[config.mk]
export PLATFORM = sky130hd
export DESIGN_NAME = tlb_fa
export DESIGN_NICKNAME = d
export VERILOG_FILES = /design/src/rtl/tlb_pkg.sv /design/src/rtl/tlb_cam.sv /design/src/rtl/tlb_lru.sv /design/src/rtl/tlb_victim.sv /design/src/rtl/tlb_fa.sv
export SDC_FILE = /design/constraint.sdc
export NUM_CORES = 2
export LEC_CHECK = 0
export ABC_AREA = 1
export ABC_CLOCK_PERIOD_IN_PS = 12600
export CORE_MARGIN = 1.5
export CORE_UTILIZATION = 23
export CTS_CLUSTER_DIAMETER = 100
export DETAILED_ROUTE_END_ITERATION = 16
export GPL_TIMING_DRIVEN = 0
export HOLD_SLACK_MARGIN = 0.03
export MAX_ROUTING_LAYER = met4
export PLACE_DENSITY = 0.48
export SLEW_MARGIN = 30
export SYNTH_ARGS = -nofsm -noshare
export SYNTH_HDL_FRONTEND = slang
export SYNTH_SLANG_ARGS = --single-unit
[constraint.sdc]
create_clock -name clk -period 12.6 [get_ports clk]
set_input_delay 2.52 -clock clk [delete_from_list [all_inputs] [get_ports clk]]
set_output_delay 2.52 -clock clk [all_outputs]
set_load 0.05 [all_outputs]
[src/rtl/tlb_pkg.sv]
package tlb_pkg;
  typedef struct packed {
    logic used;
    logic dirty;
  } tlb_stat_t;
endpackage

[src/rtl/tlb_cam.sv]
module tlb_cam #(
  parameter int N  = 16,
  parameter int KW = 20,
  parameter int IW = 4
) (
  input  logic [N-1:0]  vld,
  input  logic [KW-1:0] keys [N],
  input  logic [KW-1:0] key,
  output logic          any,
  output logic [IW-1:0] idx
);
  logic [N-1:0] match;

  // one comparator per entry
  for (genvar g = 0; g < N; g++) begin : g_cmp
    assign match[g] = vld[g] && (keys[g] == key);
  end

  assign any = |match;

  always_comb begin
    idx = '0;
    for (int i = 0; i < N; i++)
      if (match[i]) idx = IW'(i);
  end
endmodule

[src/rtl/tlb_lru.sv]
module tlb_lru #(
  parameter int N  = 16,
  parameter int IW = 4
) (
  input  logic          clk,
  input  logic          rst_n,
  input  logic          t1_en,
  input  logic [IW-1:0] t1_idx,
  input  logic          t2_en,
  input  logic [IW-1:0] t2_idx,
  output logic [N-1:0]  oldest
);
  // age 0 = most recent, N-1 = least recent; ages form a permutation
  logic [IW-1:0] age_q [N];
  logic [IW-1:0] mid   [N];
  logic [IW-1:0] fin   [N];

  always_comb begin
    for (int i = 0; i < N; i++) begin
      mid[i] = age_q[i];
      if (t1_en) begin
        if (IW'(i) == t1_idx)             mid[i] = '0;
        else if (age_q[i] < age_q[t1_idx]) mid[i] = age_q[i] + IW'(1);
      end
    end
    for (int i = 0; i < N; i++) begin
      fin[i] = mid[i];
      if (t2_en) begin
        if (IW'(i) == t2_idx)          fin[i] = '0;
        else if (mid[i] < mid[t2_idx]) fin[i] = mid[i] + IW'(1);
      end
    end
  end

  always_ff @(posedge clk) begin
    if (!rst_n) begin
      for (int i = 0; i < N; i++) age_q[i] <= IW'(i);
    end else begin
      for (int i = 0; i < N; i++) age_q[i] <= fin[i];
    end
  end

  for (genvar g = 0; g < N; g++) begin : g_old
    assign oldest[g] = (age_q[g] == IW'(N-1));
  end

  assert_single_oldest_R7: assert property (@(posedge clk) disable iff (!rst_n)
    $countones(oldest) == 1);

  assert_touched_not_oldest_R7: assert property (@(posedge clk) disable iff (!rst_n)
    t2_en |=> !oldest[$past(t2_idx)]);
endmodule

[src/rtl/tlb_victim.sv]
module tlb_victim #(
  parameter int N  = 16,
  parameter int IW = 4
) (
  input  logic          clk,
  input  logic          rst_n,
  input  logic [N-1:0]  vld,
  input  logic [N-1:0]  oldest,
  output logic [IW-1:0] idx
);
  logic full;
  assign full = &vld;

  always_comb begin
    idx = '0;
    if (full) begin
      for (int i = 0; i < N; i++)
        if (oldest[i]) idx = IW'(i);
    end else begin
      for (int i = N-1; i >= 0; i--)
        if (!vld[i]) idx = IW'(i);
    end
  end

  assert_victim_invalid_first_R6: assert property (@(posedge clk) disable iff (!rst_n)
    !full |-> !vld[idx]);

  assert_victim_is_lru_R7: assert property (@(posedge clk) disable iff (!rst_n)
    full |-> oldest[idx]);
endmodule

[src/rtl/tlb_fa.sv]
module tlb_fa
  import tlb_pkg::*;
#(
  parameter int ENTRIES = 16,
  parameter int VA_W    = 32,
  parameter int PA_W    = 32,
  parameter int PG_BITS = 12
) (
  input  logic                    clk,
  input  logic                    rst_n,
  input  logic                    flush,
  input  logic                    lk_valid,
  input  logic                    lk_write,
  input  logic [VA_W-1:0]         lk_va,
  input  logic                    rf_valid,
  input  logic [VA_W-PG_BITS-1:0] rf_vpn,
  input  logic [PA_W-PG_BITS-1:0] rf_ppn,
  input  logic                    rf_used,
  input  logic                    rf_dirty,
  output logic                    rsp_valid,
  output logic                    rsp_hit,
  output logic                    rsp_miss,
  output logic [PA_W-1:0]         rsp_pa,
  output logic                    rsp_used,
  output logic                    rsp_dirty
);
  localparam int VPN_W = VA_W - PG_BITS;
  localparam int PPN_W = PA_W - PG_BITS;
  localparam int IW    = (ENTRIES > 1) ? $clog2(ENTRIES) : 1;

  logic [ENTRIES-1:0] vld_q;
  logic [VPN_W-1:0]   vpn_q [ENTRIES];
  logic [PPN_W-1:0]   ppn_q [ENTRIES];
  tlb_stat_t          st_q  [ENTRIES];

  // post-refill view seen by the lookup
  logic [ENTRIES-1:0] eff_vld;
  logic [VPN_W-1:0]   eff_vpn [ENTRIES];
  logic [PPN_W-1:0]   eff_ppn [ENTRIES];
  tlb_stat_t          eff_st  [ENTRIES];

  logic [VPN_W-1:0]   lk_vpn;
  logic               rf_any, lk_any, rf_go, lk_hit;
  logic [IW-1:0]      rf_hidx, vic_idx, rf_idx, lk_idx;
  logic [ENTRIES-1:0] oldest;

  assign lk_vpn = lk_va[VA_W-1:PG_BITS];
  assign rf_go  = rf_valid && !flush;

  tlb_cam #(.N(ENTRIES), .KW(VPN_W), .IW(IW)) u_cam_rf (
    .vld(vld_q), .keys(vpn_q), .key(rf_vpn), .any(rf_any), .idx(rf_hidx)
  );

  tlb_victim #(.N(ENTRIES), .IW(IW)) u_victim (
    .clk(clk), .rst_n(rst_n), .vld(vld_q), .oldest(oldest), .idx(vic_idx)
  );

  assign rf_idx = rf_any ? rf_hidx : vic_idx;

  always_comb begin
    for (int i = 0; i < ENTRIES; i++) begin
      if (rf_go && rf_idx == IW'(i)) begin
        eff_vld[i] = 1'b1;
        eff_vpn[i] = rf_vpn;
        eff_ppn[i] = rf_ppn;
        eff_st[i]  = '{used: rf_used, dirty: rf_dirty};
      end else begin
        eff_vld[i] = vld_q[i];
        eff_vpn[i] = vpn_q[i];
        eff_ppn[i] = ppn_q[i];
        eff_st[i]  = st_q[i];
      end
    end
  end

  tlb_cam #(.N(ENTRIES), .KW(VPN_W), .IW(IW)) u_cam_lk (
    .vld(eff_vld), .keys(eff_vpn), .key(lk_vpn), .any(lk_any), .idx(lk_idx)
  );

  assign lk_hit = lk_valid && !flush && lk_any;

  tlb_lru #(.N(ENTRIES), .IW(IW)) u_lru (
    .clk(clk), .rst_n(rst_n),
    .t1_en(rf_go),  .t1_idx(rf_idx),
    .t2_en(lk_hit), .t2_idx(lk_idx),
    .oldest(oldest)
  );

  always_ff @(posedge clk) begin
    if (!rst_n) begin
      vld_q <= '0;
      for (int i = 0; i < ENTRIES; i++) begin
        vpn_q[i] <= '0;
        ppn_q[i] <= '0;
        st_q[i]  <= '0;
      end
    end else if (flush) begin
      vld_q <= '0;
    end else begin
      if (rf_go) begin
        vld_q[rf_idx] <= 1'b1;
        vpn_q[rf_idx] <= rf_vpn;
        ppn_q[rf_idx] <= rf_ppn;
        st_q[rf_idx]  <= '{used: rf_used, dirty: rf_dirty};
      end
      if (lk_hit)
        st_q[lk_idx] <= '{used: 1'b1, dirty: eff_st[lk_idx].dirty | lk_write};
    end
  end

  always_ff @(posedge clk) begin
    if (!rst_n) begin
      rsp_valid <= 1'b0;
      rsp_hit   <= 1'b0;
      rsp_miss  <= 1'b0;
      rsp_pa    <= '0;
      rsp_used  <= 1'b0;
      rsp_dirty <= 1'b0;
    end else begin
      rsp_valid <= lk_valid;
      rsp_hit   <= lk_hit;
      rsp_miss  <= lk_valid && !lk_hit;
      rsp_pa    <= lk_hit ? {eff_ppn[lk_idx], lk_va[PG_BITS-1:0]} : '0;
      rsp_used  <= lk_hit && eff_st[lk_idx].used;
      rsp_dirty <= lk_hit && eff_st[lk_idx].dirty;
    end
  end

  assert_rsp_after_req_R1: assert property (@(posedge clk) disable iff (!rst_n)
    lk_valid |=> rsp_valid);

  assert_no_rsp_without_req_R1: assert property (@(posedge clk) disable iff (!rst_n)
    !lk_valid |=> !rsp_valid);

  assert_offset_passthru_R1: assert property (@(posedge clk) disable iff (!rst_n)
    (lk_valid && !flush) |=> (!rsp_hit || rsp_pa[PG_BITS-1:0] == $past(lk_va[PG_BITS-1:0])));

  assert_miss_zero_pa_R3: assert property (@(posedge clk) disable iff (!rst_n)
    rsp_miss |-> (rsp_pa == '0 && !rsp_hit && !rsp_used && !rsp_dirty));

  assert_flush_lookup_miss_R9: assert property (@(posedge clk) disable iff (!rst_n)
    (flush && lk_valid) |=> rsp_miss);
endmodule

Word level (Yosys, flattened, before mapping)
Memories as Yosys holds them, arrays and structs flattened.
Index checks and enable logic that the tools add are counted.
{"block": "classes", "add_sub_neg": 32, "n_lt_le_gt_ge": 37, "n_eq_ne": 92, "n_mux": 272, "bitwise_logic": 22, "reduce_logical": 69}
{"cell": "2-to-1 mux 20 bit", "count": 36}
{"cell": "equality test 20 bit", "count": 32}
{"cell": "2-to-1 mux 4 bit", "count": 159}
{"cell": "bitwise mux 320 bit", "count": 1}
{"cell": "adder 4 x 1 -> 4 bit, second input constant", "count": 32}
{"cell": "< comparator 4 bit", "count": 32}
{"cell": "equality test 4 bit, second input constant", "count": 23}
{"cell": "binary-select mux 20 bit (select 4 bit)", "count": 1}
{"cell": "demux 20 bit (select 4 bit)", "count": 1}
{"cell": "equality test 4 bit, first input constant", "count": 16}
{"cell": "logical AND 1 bit", "count": 56}
{"cell": "2-to-1 mux 2 bit", "count": 26}
{"cell": "2-to-1 mux 3 bit", "count": 12}
{"cell": "2-to-1 mux 1 bit", "count": 33}
{"cell": "equality test 3 x 4 -> 1 bit, first input constant", "count": 8}
{"cell": "OR reduction 16 bit", "count": 2}
{"cell": "OR reduction 20 bit", "count": 1}
{"cell": "bitwise OR 1 bit", "count": 17}
{"cell": "binary-select mux 4 bit (select 4 bit)", "count": 1}
{"cell": "equality test 2 x 4 -> 1 bit, first input constant", "count": 4}
{"cell": "equality test 4 x 3 -> 1 bit, second input constant", "count": 4}
{"cell": "bitwise OR 16 bit", "count": 1}
{"cell": "AND reduction 16 bit", "count": 1}
{"cell": ">= comparator 5 bit, second input constant", "count": 2}
{"cell": "14 further kinds", "count": 23}
{"block": "totals", "regBits": 373, "ramBits": 416, "input_bits": 80, "out_inout_bits": 37, "wordCells": 550, "n_memories": 3}
{"name": "ppn_q", "depth": 16, "word_bits": 20, "read_ports": 16, "rd_clocked_by_memory_dff": 0, "wr": 16, "line": "tlb_fa.sv:33", "text": "logic [PPN_W-1:0] ppn_q [ENTRIES];"}
{"name": "u_lru.age_q", "depth": 16, "word_bits": 4, "read_ports": 17, "rd_clocked_by_memory_dff": 0, "wr": 16, "line": "tlb_lru.sv:14", "text": "logic [IW-1:0] age_q [N];"}
{"name": "st_q", "depth": 16, "word_bits": 2, "read_ports": 16, "rd_clocked_by_memory_dff": 0, "wr": 16, "line": "tlb_fa.sv:34", "text": "tlb_stat_t st_q [ENTRIES];"}

Logic depth before layout (Yosys ltp)
An unclocked memory read counts as a cell.
{"block": "depth", "ltp_word": 48, "depth_mapped": 70, "depth_no_buf": 66}

Cells and area by module
From an unflattened synthesis, not the netlist that was laid out.
{"block": "unflattened", "cells_unflattened": 7655, "area_unflattened_um2": 51993.6}
{"mod": "tlb_fa", "n_inst": 1, "cells_each": 4494, "area_each_um2": 33915.0, "seq_area_each_um2": 17877.1}
{"mod": "tlb_lru", "n_inst": 1, "cells_each": 1560, "area_each_um2": 9131.3, "seq_area_each_um2": 1281.2}
{"mod": "tlb_cam", "n_inst": 2, "cells_each": 758, "area_each_um2": 4297.9, "seq_area_each_um2": 0.0}
{"mod": "tlb_victim", "n_inst": 1, "cells_each": 85, "area_each_um2": 351.6, "seq_area_each_um2": 0.0}

Least setup slack after synthesis
Ideal clock, no wire load.
{"block": "synth_timing", "path_type": "input -> register", "from": "in rf_vpn[2]", "to": "mem u_lru.age_q[4][3]", "setup_ns": 0.115, "arrival_time_ns": 9.199, "t_required_ns": 12.485, "path_slack_ns": 3.286, "path_stages": 41, "n_path_buf": 4, "path_cell_list": "buf_4 -> inv_2 -> buf_6 -> buf_6 -> o22ai_1 -> nor4_1 -> nand4_1 -> nand2_1 -> nor2_2 -> nand2_2 -> nor2_2 -> a31oi_1 -> nand2_2 -> nand2_1 -> nand2_1 -> clkbuf_1 -> o22ai_1 -> a221oi_1 -> [5 not listed] -> nand2_1 -> nor2_1 -> nand2_1 -> nor2_1 -> a21oi_1 -> o21a_1 -> nand2_1 -> a21oi_1 -> a2111oi_0 -> o221ai_1 -> nor2_1 -> ha_1 -> a21oi_1 -> nand3_1 -> nor2_1 -> nand3_1 -> nand2_1 -> nor2_1"}
{"element": "start: declaration", "line": "tlb_fa.sv:16", "text": "input logic [VA_W-PG_BITS-1:0] rf_vpn,"}
{"element": "end: declaration", "line": "tlb_lru.sv:14"}

==> flow_summary.toml <==
[synth]
async_flop_share = 0
avgSynthCellArea_um2 = 7.00
yosys.area.top_type = "edfxtp_1"
synth_most_common_cell = "nand2_1"
synth_ff_type = "dfxtp_1"
synth_top_area_share = 0.201
synth-edff-count = 336
synthTopCellsByCount = "1821 x nand2_1, 828 x nor2_1, 625 x inv_1"
syn_inst = 7188
syn_area_um2 = 50300
synth_warnings = 0
synth_area_leaders = "edfxtp_1 20%, dfxtp_1 18%, nand2_1 14%"
ys_seq_area_frac = 0.381
ys_types = 75
synth_fp_nets = 7380
synth.ff_latch_count = 789

[timing]
finalClockSkew_ps = 61.1
layout_setup_ws_ps = -29.7
worstMarginPinSlew_ps = 1200
drv_slew = 0
final-hold-violation-count = 0
rsz0062_at_grt = "false"
max_slew_margin = 0.190
finalCritPeriodShare = 1.00
fin_crit_ps = 12630
setup_viol = 1
fmax_ghz = 0.0792

[floorplanning]
die_area_um2 = 221000
pin_count = 117
die-height_um = 471
core_area_um2 = 217000
die_x_um = 471
start_util = 0.232
fp-row-count = 171

[critical_path]
cp_slowest_stage_delay_ps = 990
critPathSlowestCell = "nor4_1"
critPathCaptureType = "flop"
reg2regPathDepth = 44
crit_top_cell = "nand2_1"
start_kind = "input port"
required_ps = 13260
arrival_ps = 13290
worstSetupPathType = "input port to flop"
crit_fanout = 10

[cts]
cts_buffers = 106
clk_latency_ps = 800
htree_num_levels = 3
clock_sinks = 789
cts_buffer_depth = 3
cts_tree = "built"
postCtsHoldBufs = 0
cts.clk_slew.worst_paths_ps = 60
clock-root-buffer = "clkbuf_16"

[hold_path]
whs_path_depth = 2
hold_class = "flop to flop"

[finish]
syn_to_final_growth_pct = 17.8
fillers = 24000
fin_cells = 10400
final_core_util = 0.273
drive_above_1_share = 0.0793
multiInputGateArea_um2 = 26500
regArea_um2 = 19200
nets = 7609

[power]
totalPowerFinal_mw = 6.66
powerDensity_nw_per_um2 = 113
cellLeakagePower_nw = 22.9
ir_worst_vdd_uv = 125

[route]
drt-vias-per-instance = 5.38
wl_per_cell_um = 28.4
dr.pass1.iters = 8
antenna_left = 0
num_vias = 55800
drt_drc_violations_left = 0
drt_iter0_drc = 8349
wl_um = 294000

[global_route]
grt_usage = 0.263
grt_pass1_vias = 50500
grt_first_pass_wirelength_um = 401000
grt_max_degree = 21
overflow = 0
antenna_found_initial = 19

[place]
portBuffers = 99
dp_cells = 10200
place_hpwl_um = 217000
place.gp.congestion = 1.02
dp_slack_ps = -2500

[flow_run]
max-cap-violations = 0

[status]
status = "finished with violations"
violations = "setup timing"
sequential cells by signal, summed over array words and instances (netlist names):
register     count
rsp_dirty        1
rsp_used         1
rsp_miss         1
rsp_hit          1
u_lru.age_q     64
ppn_q          320
rsp_pa          32
st_q            32
rsp_valid        1
vpn_q          320
vld_q           16
timing repair:
item                                    in CTS  in global routing
gates resized for setup                     29                 21
setup buffers                                0                  7
endpoints found under the hold margin        0                  0
endpoints found under the setup margin      66                 64
pin swaps                                    1                  4
layout by cell type (no fill, tap or decap), drive strengths merged, types with 20 or more instances in the layout:
master | synthesis | layout
o21a | 34 | 34
nor4 | 45 | 45
dfxtp | 453 | 453
xor2 | 178 | 178
o22ai | 199 | 199
nand2 | 1846 | 1846
xnor2 | 75 | 75
o211ai | 34 | 34
nor3 | 286 | 286
clkdlybuf4s50 | 0 | 98
ha | 112 | 112
a21oi | 352 | 352
a221oi | 67 | 67
nor2 | 845 | 845
buf | 182 | 199
or2 | 23 | 23
edfxtp | 336 | 336
clkbuf | 309 | 482
nand3 | 242 | 242
clkinv | 5 | 20
nand4 | 80 | 80
o21ai | 668 | 668
inv | 674 | 673
metrics by stage:
stage | area (µm²) | TNS, ps | hold slack, ps
4_1_cts | 59000 | 0 | 504
3_5_place_dp | 55300 | -174150 | 496
2_1_floorplan | 50300 | 0 | 468
6_report | 59200 | -29.7 | 506
5_1_grt | 59200 | 0 | 521
3_3_place_gp | 54800 | -374690 | 489
where the power goes:
part           switching (mW)  total, mW  internal [mW]
sequential             0.0200       2.73           2.71
combinational           0.562      0.734          0.171
clock                    1.34       3.20           1.87
layout make-up:
type,instances,share of cell area
Sequential cell,789,0.324
Antenna cell,13,0.000549
Inverter,679,0.0435
Clock buffer,169,0.0542
Buffer,488,0.0398
Tap cell,2854,0.0603
Clock inverter,26,0.00642
Multi-Input combinational cell,5229,0.447
Timing Repair Buffer,124,0.0242
cell families after synthesis:
group,count (synthesis),synth area share
and+or+nand+nor,3394,0.283
AOI/OAI and AO/OA,1470,0.169
buffers and inverters,1170,0.0954
DFF,789,0.381
xor gates and xnor gates,253,0.0441
adders and majority gates,112,0.0279
worst max-delay path: cells and delay by family:
family / cells / cell delay, ps
AND/OR/NAND/NOR: 25 / 4850
adder cells (fa/ha/maj): 1 / 280
buffers and inverters: 12 / 3620
AO/OA/AOI/OAI: 7 / 1960
layer usage:
metal	vias up	part of all wire	wire length, µm	track usage
met5	-	0	0	-
met4	0	0.069	20400	0.155
met3	765	0.10	30800	0.0492
met2	3604	0.42	123000	0.379
met1	27000	0.41	120000	0.340
li1	24500	-	-	-
final timing paths:
kind | end | slack (ps) | start
max reg2reg | u_lru.age_q[11][2] | 2340 | vld_q[12]
min reg2reg | vpn_q[213] | 510 | vpn_q[213]
max | u_lru.age_q[11][2] | -30 | rf_vpn[9]
min | vpn_q[213] | 510 | vpn_q[213]
(Power assumes the default switching activity.)
